`src/rtl/stat_pkg.sv`:
```
package stat_pkg;

  localparam int unsigned DATA_W  = 8;
  localparam int unsigned N_ARITH = 4;
  localparam int unsigned C_BIT   = 0;
  localparam int unsigned AC_BIT  = 1;
  localparam int unsigned Z_BIT   = 2;
  localparam int unsigned OV_BIT  = 3;
  localparam int unsigned PDF_BIT = 4;
  localparam int unsigned TO_BIT  = 5;

  typedef struct packed {
    logic expiry;
    logic pdown;
  } sys_flags_t;

  typedef struct packed {
    logic halt;
    logic clrwdt;
    logic wdt_to;
  } sys_evt_t;

  // One arithmetic flag: the bus write outranks the ALU update.
  function automatic logic arith_bit_next(logic cur, logic bus_hit, logic bus_bit,
                                          logic upd, logic val);
    logic nxt;
    if (bus_hit)  nxt = bus_bit;
    else if (upd) nxt = val;
    else          nxt = cur;
    return nxt;
  endfunction

  // System flags: expiry outranks both instructions; halt outranks clear for power-down.
  function automatic sys_flags_t sys_flags_next(sys_flags_t cur, sys_evt_t ev);
    sys_flags_t nxt;
    nxt = cur;
    if (ev.wdt_to)                 nxt.expiry = 1'b1;
    else if (ev.clrwdt || ev.halt) nxt.expiry = 1'b0;
    if (ev.halt)                   nxt.pdown  = 1'b1;
    else if (ev.clrwdt)            nxt.pdown  = 1'b0;
    return nxt;
  endfunction

  function automatic logic [DATA_W-1:0] pack_status(logic [N_ARITH-1:0] ar, sys_flags_t sf);
    logic [DATA_W-1:0] w;
    w = '0;
    w[N_ARITH-1:0] = ar;
    w[PDF_BIT]     = sf.pdown;
    w[TO_BIT]      = sf.expiry;
    return w;
  endfunction

endpackage

```
`src/rtl/stat_addr_match.sv`:
```
module stat_addr_match #(
  parameter int unsigned ADDR_W = 8,
  parameter logic [ADDR_W-1:0] MATCH = 8'h0A
) (
  input  logic              we_i,
  input  logic [ADDR_W-1:0] addr_i,
  output logic              hit_o
);
  assign hit_o = we_i && (addr_i == MATCH);
endmodule

```
`src/rtl/stat_arith_flags.sv`:
```
module stat_arith_flags #(
  parameter int unsigned N = 4
) (
  input  logic         clk,
  input  logic         por_n,
  input  logic         bus_hit_i,
  input  logic [N-1:0] bus_bits_i,
  input  logic [N-1:0] upd_i,
  input  logic [N-1:0] val_i,
  output logic [N-1:0] flags_o
);
  import stat_pkg::*;

  for (genvar i = 0; i < N; i++) begin : g_flag
    logic q;
    logic d;
    always_comb d = arith_bit_next(q, bus_hit_i, bus_bits_i[i], upd_i[i], val_i[i]);
    always_ff @(posedge clk or negedge por_n) begin
      if (!por_n) q <= 1'b0;
      else        q <= d;
    end
    assign flags_o[i] = q;
  end
endmodule

```
`src/rtl/stat_sys_flags.sv`:
```
module stat_sys_flags (
  input  logic                 clk,
  input  logic                 por_n,
  input  stat_pkg::sys_evt_t   ev_i,
  output stat_pkg::sys_flags_t flags_o
);
  import stat_pkg::*;

  sys_flags_t q;
  sys_flags_t d;

  always_comb d = sys_flags_next(q, ev_i);

  always_ff @(posedge clk or negedge por_n) begin
    if (!por_n) q <= '0;
    else        q <= d;
  end

  assign flags_o = q;
endmodule

```
`src/rtl/status_flag_reg.sv`:
```
module status_flag_reg #(
  parameter int unsigned ADDR_W = 8,
  parameter logic [ADDR_W-1:0] STAT_ADDR = 8'h0A
) (
  input  logic              clk,
  input  logic              por_n,
  input  logic [3:0]        alu_upd_i,
  input  logic [3:0]        alu_val_i,
  input  logic              bus_we_i,
  input  logic [ADDR_W-1:0] bus_addr_i,
  input  logic [7:0]        bus_wdata_i,
  input  logic              halt_i,
  input  logic              clrwdt_i,
  input  logic              wdt_to_i,
  output logic [7:0]        stat_o
);
  import stat_pkg::*;

  localparam int unsigned NA = N_ARITH;

  // Named internal events, visible to the checker.
  logic               bus_hit;
  logic [NA-1:0]      arith_q;
  sys_evt_t           sys_ev;
  sys_flags_t         sys_q;

  stat_addr_match #(.ADDR_W(ADDR_W), .MATCH(STAT_ADDR)) u_match (
    .we_i  (bus_we_i),
    .addr_i(bus_addr_i),
    .hit_o (bus_hit)
  );

  stat_arith_flags #(.N(NA)) u_arith (
    .clk       (clk),
    .por_n     (por_n),
    .bus_hit_i (bus_hit),
    .bus_bits_i(bus_wdata_i[NA-1:0]),
    .upd_i     (alu_upd_i),
    .val_i     (alu_val_i),
    .flags_o   (arith_q)
  );

  always_comb begin
    sys_ev.halt   = halt_i;
    sys_ev.clrwdt = clrwdt_i;
    sys_ev.wdt_to = wdt_to_i;
  end

  stat_sys_flags u_sys (
    .clk    (clk),
    .por_n  (por_n),
    .ev_i   (sys_ev),
    .flags_o(sys_q)
  );

  assign stat_o = pack_status(arith_q, sys_q);

endmodule

```
`config.mk`:
```
export PLATFORM = sky130hd
export DESIGN_NAME = status_flag_reg
export DESIGN_NICKNAME = d
export VERILOG_FILES = /design/src/rtl/stat_pkg.sv /design/src/rtl/stat_addr_match.sv /design/src/rtl/stat_arith_flags.sv /design/src/rtl/stat_sys_flags.sv /design/src/rtl/status_flag_reg.sv
export SDC_FILE = /design/constraint.sdc
export NUM_CORES = 1
export LEC_CHECK = 0
export ABC_AREA = 1
export BUFFER_PORTS_ARGS = -buffer_cell sky130_fd_sc_hd__buf_2
export CORE_AREA = 10 10 47 49
export DETAILED_ROUTE_END_ITERATION = 8
export DIE_AREA = 0 0 57 59
export GPL_ROUTABILITY_DRIVEN = 1
export GPL_TIMING_DRIVEN = 0
export PLACE_DENSITY = 0.67
export SETUP_SLACK_MARGIN = 0.1
export SLEW_MARGIN = 10
export SYNTH_ARGS = -nofsm -noshare
export SYNTH_HDL_FRONTEND = slang
export SYNTH_SLANG_ARGS = --single-unit
```
`constraint.sdc`:
```
create_clock -name clk -period 1.1 [get_ports clk]
set_clock_uncertainty 0.05 [all_clocks]
set_input_delay 0.22 -clock clk [delete_from_list [all_inputs] [get_ports clk]]
set_output_delay 0.22 -clock clk [all_outputs]
set_load 0.02 [all_outputs]
```
==> results of run 1 <==
==> state kept, by name (all words and copies together), names as in the netlist <==
signal	cells
u_arith.g_flag.q	4
u_sys.flags_o	2
==> metrics by stage <==
| step | setup WS (ns) | power, W | util [%] | instances | area (sq um) |
|---|---|---|---|---|---|
| after floorplan | 0.2865 | 0.0003488 | - | 51 | 395.4 |
| after global placement | 0.1214 | 0.0004217 | 40.71 | 98 | 570.5 |
| after detailed placement | 0.08893 | 0.0004256 | 40.71 | 98 | 570.5 |
| after CTS | 0.06088 | 0.0006443 | 44.11 | 99 | 618.1 |
| after global routing | 0.03912 | 0.0006927 | 45.71 | 102 | 640.6 |
| final | 0.07722 | 0.0006389 | 45.71 | 102 | 640.6 |
==> worst reg2reg max path: stages, from the launching register on <==
cell,delay [ns]
sky130_fd_sc_hd__dfrtp_1,0.38
sky130_fd_sc_hd__buf_4,0.13
sky130_fd_sc_hd__buf_4,0.11
sky130_fd_sc_hd__a21o_1,0.17
==> repair_timing <==
action	4_1_cts	5_1_grt
gates resized for setup	12	0
hold buffers	1	0
buffers inserted	1	3
hold endpoints to repair	6	0
cloned	0	0
pin swaps	0	0
endpoints found under the setup margin	6	6
==> routing by layer <==
layer	routed length [microns]	share of wire (%)
met4	8	0.76
met1	395	38
met2	479	46
met5	0	0
met3	168	16
==> kinds of logic after synthesis <==
kind of cell | Yosys count | synth area share, %
DFF | 6 | 38.34
buffers and inverters | 13 | 18.21
and+or+nand+nor | 24 | 33.54
other | 1 | 0.9575
AOI/OAI and AO/OA | 6 | 8.945
==> power by group through the flow <==
stage	Combinational (W)	Clock, W	Sequential, W
after global routing	0.000213	0.000225	0.000254
after detailed placement	0.000174	0	0.000252
after CTS	0.000184	0.000208	0.000253
final	0.000192	0.000195	0.000252
after floorplan	0.0000918	0	0.000257
after global placement	0.000170	0	0.000252
==> worst paths after layout <==
kind / to / slack, ns / cells after the start
min reg2reg: u_sys.flags_o[0] / 0.54 / 2
max in group asynchronous: u_arith.g_flag[0].q / 0.56 / 2
min: u_sys.flags_o[1] / 0.12 / 2
max reg2reg: u_sys.flags_o[1] / 0.14 / 3
max: stat_o[2] / 0.08 / 1
min in group asynchronous: u_arith.g_flag[3].q / 0.29 / 2
==> cell type report <==
class                   instances  area (sq um)
well taps                      16         20.02
flip-flops and latches          6         150.1
repair buffers                 36         232.7
plain buffers                   2         15.01
multi-input cells              32         173.9
inverters                       7         26.28
clock buffers                   3         22.52
fillers                       156         760.7
==> cells in the final DEF (no fill, tap or decap) <==
cell,instances
sky130_fd_sc_hd__a21o_1,2
sky130_fd_sc_hd__buf_2,25
sky130_fd_sc_hd__buf_4,6
sky130_fd_sc_hd__buf_6,6
sky130_fd_sc_hd__clkbuf_4,3
sky130_fd_sc_hd__conb_1,2
sky130_fd_sc_hd__dfrtp_1,6
sky130_fd_sc_hd__dlygate4sd3_1,1
sky130_fd_sc_hd__inv_1,7
sky130_fd_sc_hd__nand2_1,14
sky130_fd_sc_hd__nand2_2,1
sky130_fd_sc_hd__nand3_2,1
sky130_fd_sc_hd__nand4_1,4
sky130_fd_sc_hd__nor2_1,1
sky130_fd_sc_hd__nor2_4,3
sky130_fd_sc_hd__o21ai_0,4
==> impl_summary.log, run 1 <==
INFO  metric sequential_share_of_the_synthesized_area = 38.34%
INFO  metric io_pins = 38
INFO  metric nets = 118
INFO  metric worst_skew_pair.late_latency = 0.24 ns
INFO  metric timing.final.crit_period = 1.023 ns
INFO  metric setup.worst_path.start = u_arith.g_flag[2].q
INFO  metric critical_path.top_delay_family = flip-flops
INFO  metric power-per-cell-area = 997.3 nW/um^2
INFO  metric wire_per_inst = 10.31 microns
INFO  metric core_area = 1401 sq um
INFO  metric global_route_wire_length_before_repair = 1.766 mm
INFO  metric clock_tree.root_cell = sky130_fd_sc_hd__clkbuf_4
INFO  metric post_synth_num_cell_types = 12
INFO  metric groute.layer.met3.usage = 4.721%
INFO  metric gr-usage-met1 = 6.884%
INFO  metric biggest_area_contributors_in_the_synthesized_netlist = sky130_fd_sc_hd__dfrtp_1 38%, sky130_fd_sc_hd__nand2_1 13%, sky130_fd_sc_hd__buf_4 12%
INFO  metric crit_buf_inv = 1
INFO  metric share_of_cells_above_drive_strength_1 = 52.33%
INFO  metric swShare = 26.88%
INFO  metric internal_power = 0.0004672 W
INFO  metric grt_max_degree = 7
INFO  metric cts-buffers-inserted = 3
INFO  metric cts.htree.levels = 1
INFO  metric aggregate_routed_wire_length = 1.052 mm
INFO  metric share_of_async_settable_or_async_resettable_flops_after_synthesis = 100.0%
INFO  metric grt_most_used_layer = met2
INFO  metric class_of_the_most_critical_setup_path = register to output port
INFO  metric track_usage = 6.522%
INFO  metric io_buffers = 31
INFO  metric detailroute.via_count = 420
INFO  metric setup.worst_path.end_class = output port
INFO  metric clock_path_buffers = 2
INFO  metric place.gp.congestion = 0.6192
INFO  metric avgViaCountPerCell = 4.118
INFO  metric gate_count_after_technology_mapping = 50
INFO  metric num_antenna_cells = 0
INFO  metric yosysTopAreaCell = sky130_fd_sc_hd__dfrtp_1
INFO  metric area_share_of_the_largest_cell_type_after_synthesis = 38.34%
INFO  metric post-synth-top-count-cell = sky130_fd_sc_hd__nand2_1
INFO  metric synth-seq-cells = 6
INFO  metric drtPass1Iterations = 1
INFO  metric pwr-share-comb = 30.0%
INFO  metric num_rows = 14
INFO  metric holdCritPathClass = input port to register
INFO  metric timing.hold.worst.start = wdt_to_i
INFO  metric leakagePower = 0.3694 nW
INFO  metric area_overhead_vs_synth = 63.58%
INFO  metric ant_nets = 0
INFO  metric power.switching = 0.0001717 W
INFO  metric synth_edf_count = 0
INFO  metric slew_violations = 0
INFO  metric drc = 0
INFO  metric floorplan.initialDensity = 27.95%
INFO  metric share_seq_of_total_power = 39.5%
INFO  metric ir_drop = 0.3949 mV
INFO  metric grt_antenna_before_repair = 0
INFO  metric clock.fmax = 0.9777 GHz
INFO  metric detail_route.iter0.violations = 0
INFO  metric final-setup-viol-count = 0
INFO  metric synthesis.area = 391.6 sq um
INFO  metric crit_fanout = 2
INFO  metric drv_cap = 0
INFO  metric setup_repair_after_global_routing_missed_its_margin = true
INFO  metric delay_of_the_slowest_critical_path_stage = 0.38 ns
INFO  metric die-height = 59 microns
INFO  metric grt_use_met2 = 9.147%
INFO  metric tritoncts_num_sinks = 6
INFO  metric hpwlAfterDp = 953.3 microns
INFO  metric clock_tree_from_tritoncts = done
INFO  metric clk_pin_slew = 0.05 ns
INFO  metric fin_tns_setup = 0 ns
INFO  metric cp_cell_sequence = buf_6
INFO  metric period_share = 92.98%
INFO  metric run_status = finished, final reports clean
INFO  metric ys.flop_type = sky130_fd_sc_hd__dfrtp_1
INFO  metric rr_startpoint = u_sys.flags_o[1]
INFO  metric hold_violations = 0
INFO  metric first_global_vias = 448
INFO  metric postSynthAreaPerCell = 7.833 sq um
INFO  metric grt_overflow = 0
INFO  metric synth.top_cells.by_count = 14 x sky130_fd_sc_hd__nand2_1, 7 x sky130_fd_sc_hd__inv_1, 6 x sky130_fd_sc_hd__buf_4, 6 x sky130_fd_sc_hd__dfrtp_1
INFO  metric ys_warn_count = 0
INFO  metric critPathLaunchType = register
INFO  metric required_arrival_time_at_the_worst_endpoint = 0.83 ns
INFO  metric dieWidth = 57 microns
INFO  metric whs = 0.1201 ns
INFO  metric timing.critical_path.slowest_stage_cell = sky130_fd_sc_hd__dfrtp_1
INFO  metric arrival = 0.75 ns
INFO  metric share_clk_of_total_power = 30.5%
INFO  metric die_area = 3363 sq um
Power figures use the tool's default switching activity.
==> run 2: changes to the inputs <==
--- a/config.mk
+++ b/config.mk
@@ -12,7 +12,9 @@
 export DIE_AREA = 0 0 57 59
 export GPL_ROUTABILITY_DRIVEN = 1
 export GPL_TIMING_DRIVEN = 0
+export HOLD_SLACK_MARGIN = 0.05
 export PLACE_DENSITY = 0.67
+export RECOVER_POWER = 25
 export SETUP_SLACK_MARGIN = 0.1
 export SLEW_MARGIN = 10
 export SYNTH_ARGS = -nofsm -noshare
==> run 2 against run 1 <==
- design area down 0.20%
- combinational power hardly changed
- highest routed layer unchanged
- first-iteration DRC count stayed put
==> impl_summary.log, run 2 (synthesized netlist as in run 1, its figures left out) <==
INFO  metric run_status = finished, final reports clean
INFO  metric avgViaCountPerCell = 4.118
INFO  metric num_antenna_cells = 0
INFO  metric fin_tns_setup = 0 ns
INFO  metric share_of_cells_above_drive_strength_1 = 51.16%
INFO  metric io_pins = 38
INFO  metric floorplan.initialDensity = 27.95%
INFO  metric holdCritPathClass = input port to register
INFO  metric critical_path.top_delay_family = flip-flops
INFO  metric delay_of_the_slowest_critical_path_stage = 0.38 ns
INFO  metric ant_nets = 0
INFO  metric met3_length = 168 microns
INFO  metric fillers = 157
INFO  metric drv_cap = 0
INFO  metric slew_violations = 0
INFO  metric worst_skew_pair.late_latency = 0.24 ns
INFO  metric drc = 0
INFO  metric power.switching = 0.0001717 W
INFO  metric hpwlAfterDp = 953.3 microns
INFO  metric most_used_cells_in_the_layout_excluding_fill_and_tap_cells = 24 x sky130_fd_sc_hd__buf_2, 14 x sky130_fd_sc_hd__nand2_1, 7 x sky130_fd_sc_hd__inv_1
INFO  metric area_overhead_vs_synth = 63.26%
INFO  metric crit_fanout = 2
INFO  metric clock.fmax = 0.9777 GHz
INFO  metric met2_wirelength = 480 microns
INFO  metric swShare = 26.89%
INFO  metric largest_reg_flops = 4
INFO  metric hold_violations = 0
INFO  metric share_clk_of_total_power = 30.5%
INFO  metric detailroute.via_count = 420
INFO  metric class_of_the_most_critical_setup_path = register to output port
INFO  metric arrival = 0.75 ns
INFO  metric required_arrival_time_at_the_worst_endpoint = 0.83 ns
INFO  metric leakagePower = 0.3667 nW
INFO  metric mostFrequentLayoutCell = sky130_fd_sc_hd__buf_2
INFO  metric cts-buffers-inserted = 3
INFO  metric track_usage = 6.522%
INFO  metric finish.cell_count_without_fillers = 102
INFO  metric grt_overflow = 0
INFO  metric ff_latch_area = 150.1 sq um
INFO  metric regMostFlops = u_arith.g_flag.q
INFO  metric timing.final.crit_period = 1.023 ns
INFO  metric grt_max_degree = 7
INFO  metric clock_tree_from_tritoncts = done
INFO  metric ir_drop = 0.3939 mV
INFO  metric grt_antenna_before_repair = 0
INFO  metric routedLengthMet1 = 393 microns
INFO  metric power-per-cell-area = 998.3 nW/um^2
INFO  metric cp_cell_sequence = buf_6
INFO  metric clk_pin_slew = 0.05 ns
INFO  metric detail_route.iter0.violations = 0
INFO  metric aggregate_routed_wire_length = 1.051 mm
INFO  metric crit_buf_inv = 1
INFO  metric critPathLaunchType = register
INFO  metric setup.worst_path.end_class = output port
INFO  metric core_area = 1401 sq um
INFO  metric fin_ws = 0.07722 ns
INFO  metric first_global_vias = 448
INFO  metric share_seq_of_total_power = 39.5%
INFO  metric setup_repair_after_global_routing_missed_its_margin = true
INFO  metric place.gp.congestion = 0.6192
INFO  metric dp_cells = 98
INFO  metric die_area = 3363 sq um
INFO  metric tritoncts_num_sinks = 6
INFO  metric wire_per_inst = 10.30 microns
INFO  metric die-height = 59 microns
INFO  metric nets = 118
INFO  metric cts.htree.levels = 1
INFO  metric drtPass1Iterations = 1
INFO  metric clock_tree.root_cell = sky130_fd_sc_hd__clkbuf_4
INFO  metric final-setup-viol-count = 0
INFO  metric num_rows = 14
INFO  metric multiInputGateArea = 173.9 sq um
INFO  metric dieWidth = 57 microns
INFO  metric clock_path_buffers = 2
INFO  metric pwr-share-comb = 30.0%
INFO  metric global_route_wire_length_before_repair = 1.766 mm
INFO  metric internal_power = 0.0004666 W
INFO  metric io_buffers = 31
INFO  metric timing.critical_path.slowest_stage_cell = sky130_fd_sc_hd__dfrtp_1
INFO  metric detailedPlace.worstSlack = 0.08893 ns
INFO  metric top_signal_layer_used = met4
INFO  metric period_share = 92.98%
-- run 2: cell types whose count changed in the layout (fill, tap and decap cells not counted) --
cell and change:
sky130_fd_sc_hd__clkbuf_1 +1, sky130_fd_sc_hd__buf_2 -1
-- run 2: through the flow --
stage | power [W] | hold slack, ns | area [sq um] | util [%]
after floorplan | 0.0003488 | -0.1256 | 395.4 | -
after global placement | 0.0004217 | -0.001145 | 570.5 | 40.71
after detailed placement | 0.0004256 | 0.001647 | 570.5 | 40.71
after CTS | 0.0006443 | 0.1137 | 618.1 | 44.11
after global routing | 0.0006922 | 0.1186 | 639.4 | 45.63
final | 0.0006383 | 0.1201 | 639.4 | 45.63
-- run 2: worst paths after layout --
| kind | from | endpoint | slack (ns) | depth (start not counted) |
|---|---|---|---|---|
| min in group asynchronous | por_n | u_arith.g_flag[3].q | 0.34 | 2 |
| max | u_arith.g_flag[2].q | stat_o[2] | 0.08 | 1 |
| min | wdt_to_i | u_sys.flags_o[1] | 0.12 | 2 |
| min reg2reg | u_sys.flags_o[0] | u_sys.flags_o[0] | 0.54 | 2 |
| max reg2reg | u_sys.flags_o[1] | u_sys.flags_o[1] | 0.14 | 3 |
| max in group asynchronous | por_n | u_arith.g_flag[0].q | 0.42 | 2 |
-- run 2: worst register-to-register path, cell delays in order (launching register included) --
cell,delay (ns)
sky130_fd_sc_hd__dfrtp_1,0.38
sky130_fd_sc_hd__buf_4,0.13
sky130_fd_sc_hd__buf_4,0.11
sky130_fd_sc_hd__a21o_1,0.17
-- run 2: layer usage --
metal  GRT usage, %  up-vias
met5              0        -
met4          4.027        0
li1               -      224
met3          4.721        2
met1          6.884      168
met2          9.147       26
-- run 2: cell type report --
class / count / share of cell area, %
Inverter: 7 / 4.110
Clock buffer: 3 / 3.523
Multi-Input combinational cell: 32 / 27.20
Sequential cell: 6 / 23.48
Tap cell: 16 / 3.131
Buffer: 2 / 2.348
Timing Repair Buffer: 36 / 36.20
-- run 2: power by group through the flow --
stage / combinational (W) / clock [W] / sequential [W]
detailed placement: 0.000174 / 0 / 0.000252
CTS: 0.000184 / 0.000208 / 0.000253
floorplan: 0.0000918 / 0 / 0.000257
finish: 0.000191 / 0.000195 / 0.000252
global route: 0.000213 / 0.000225 / 0.000254
global placement: 0.000170 / 0 / 0.000252
-- run 2: timing repair --
action / in CTS / in global routing
buffers inserted: 1 / 3
hold endpoints to repair: 6 / 0
endpoints found under the setup margin: 6 / 6
hold buffers: 1 / 0
resized for setup: 12 / 0
gates cloned: 0 / 0
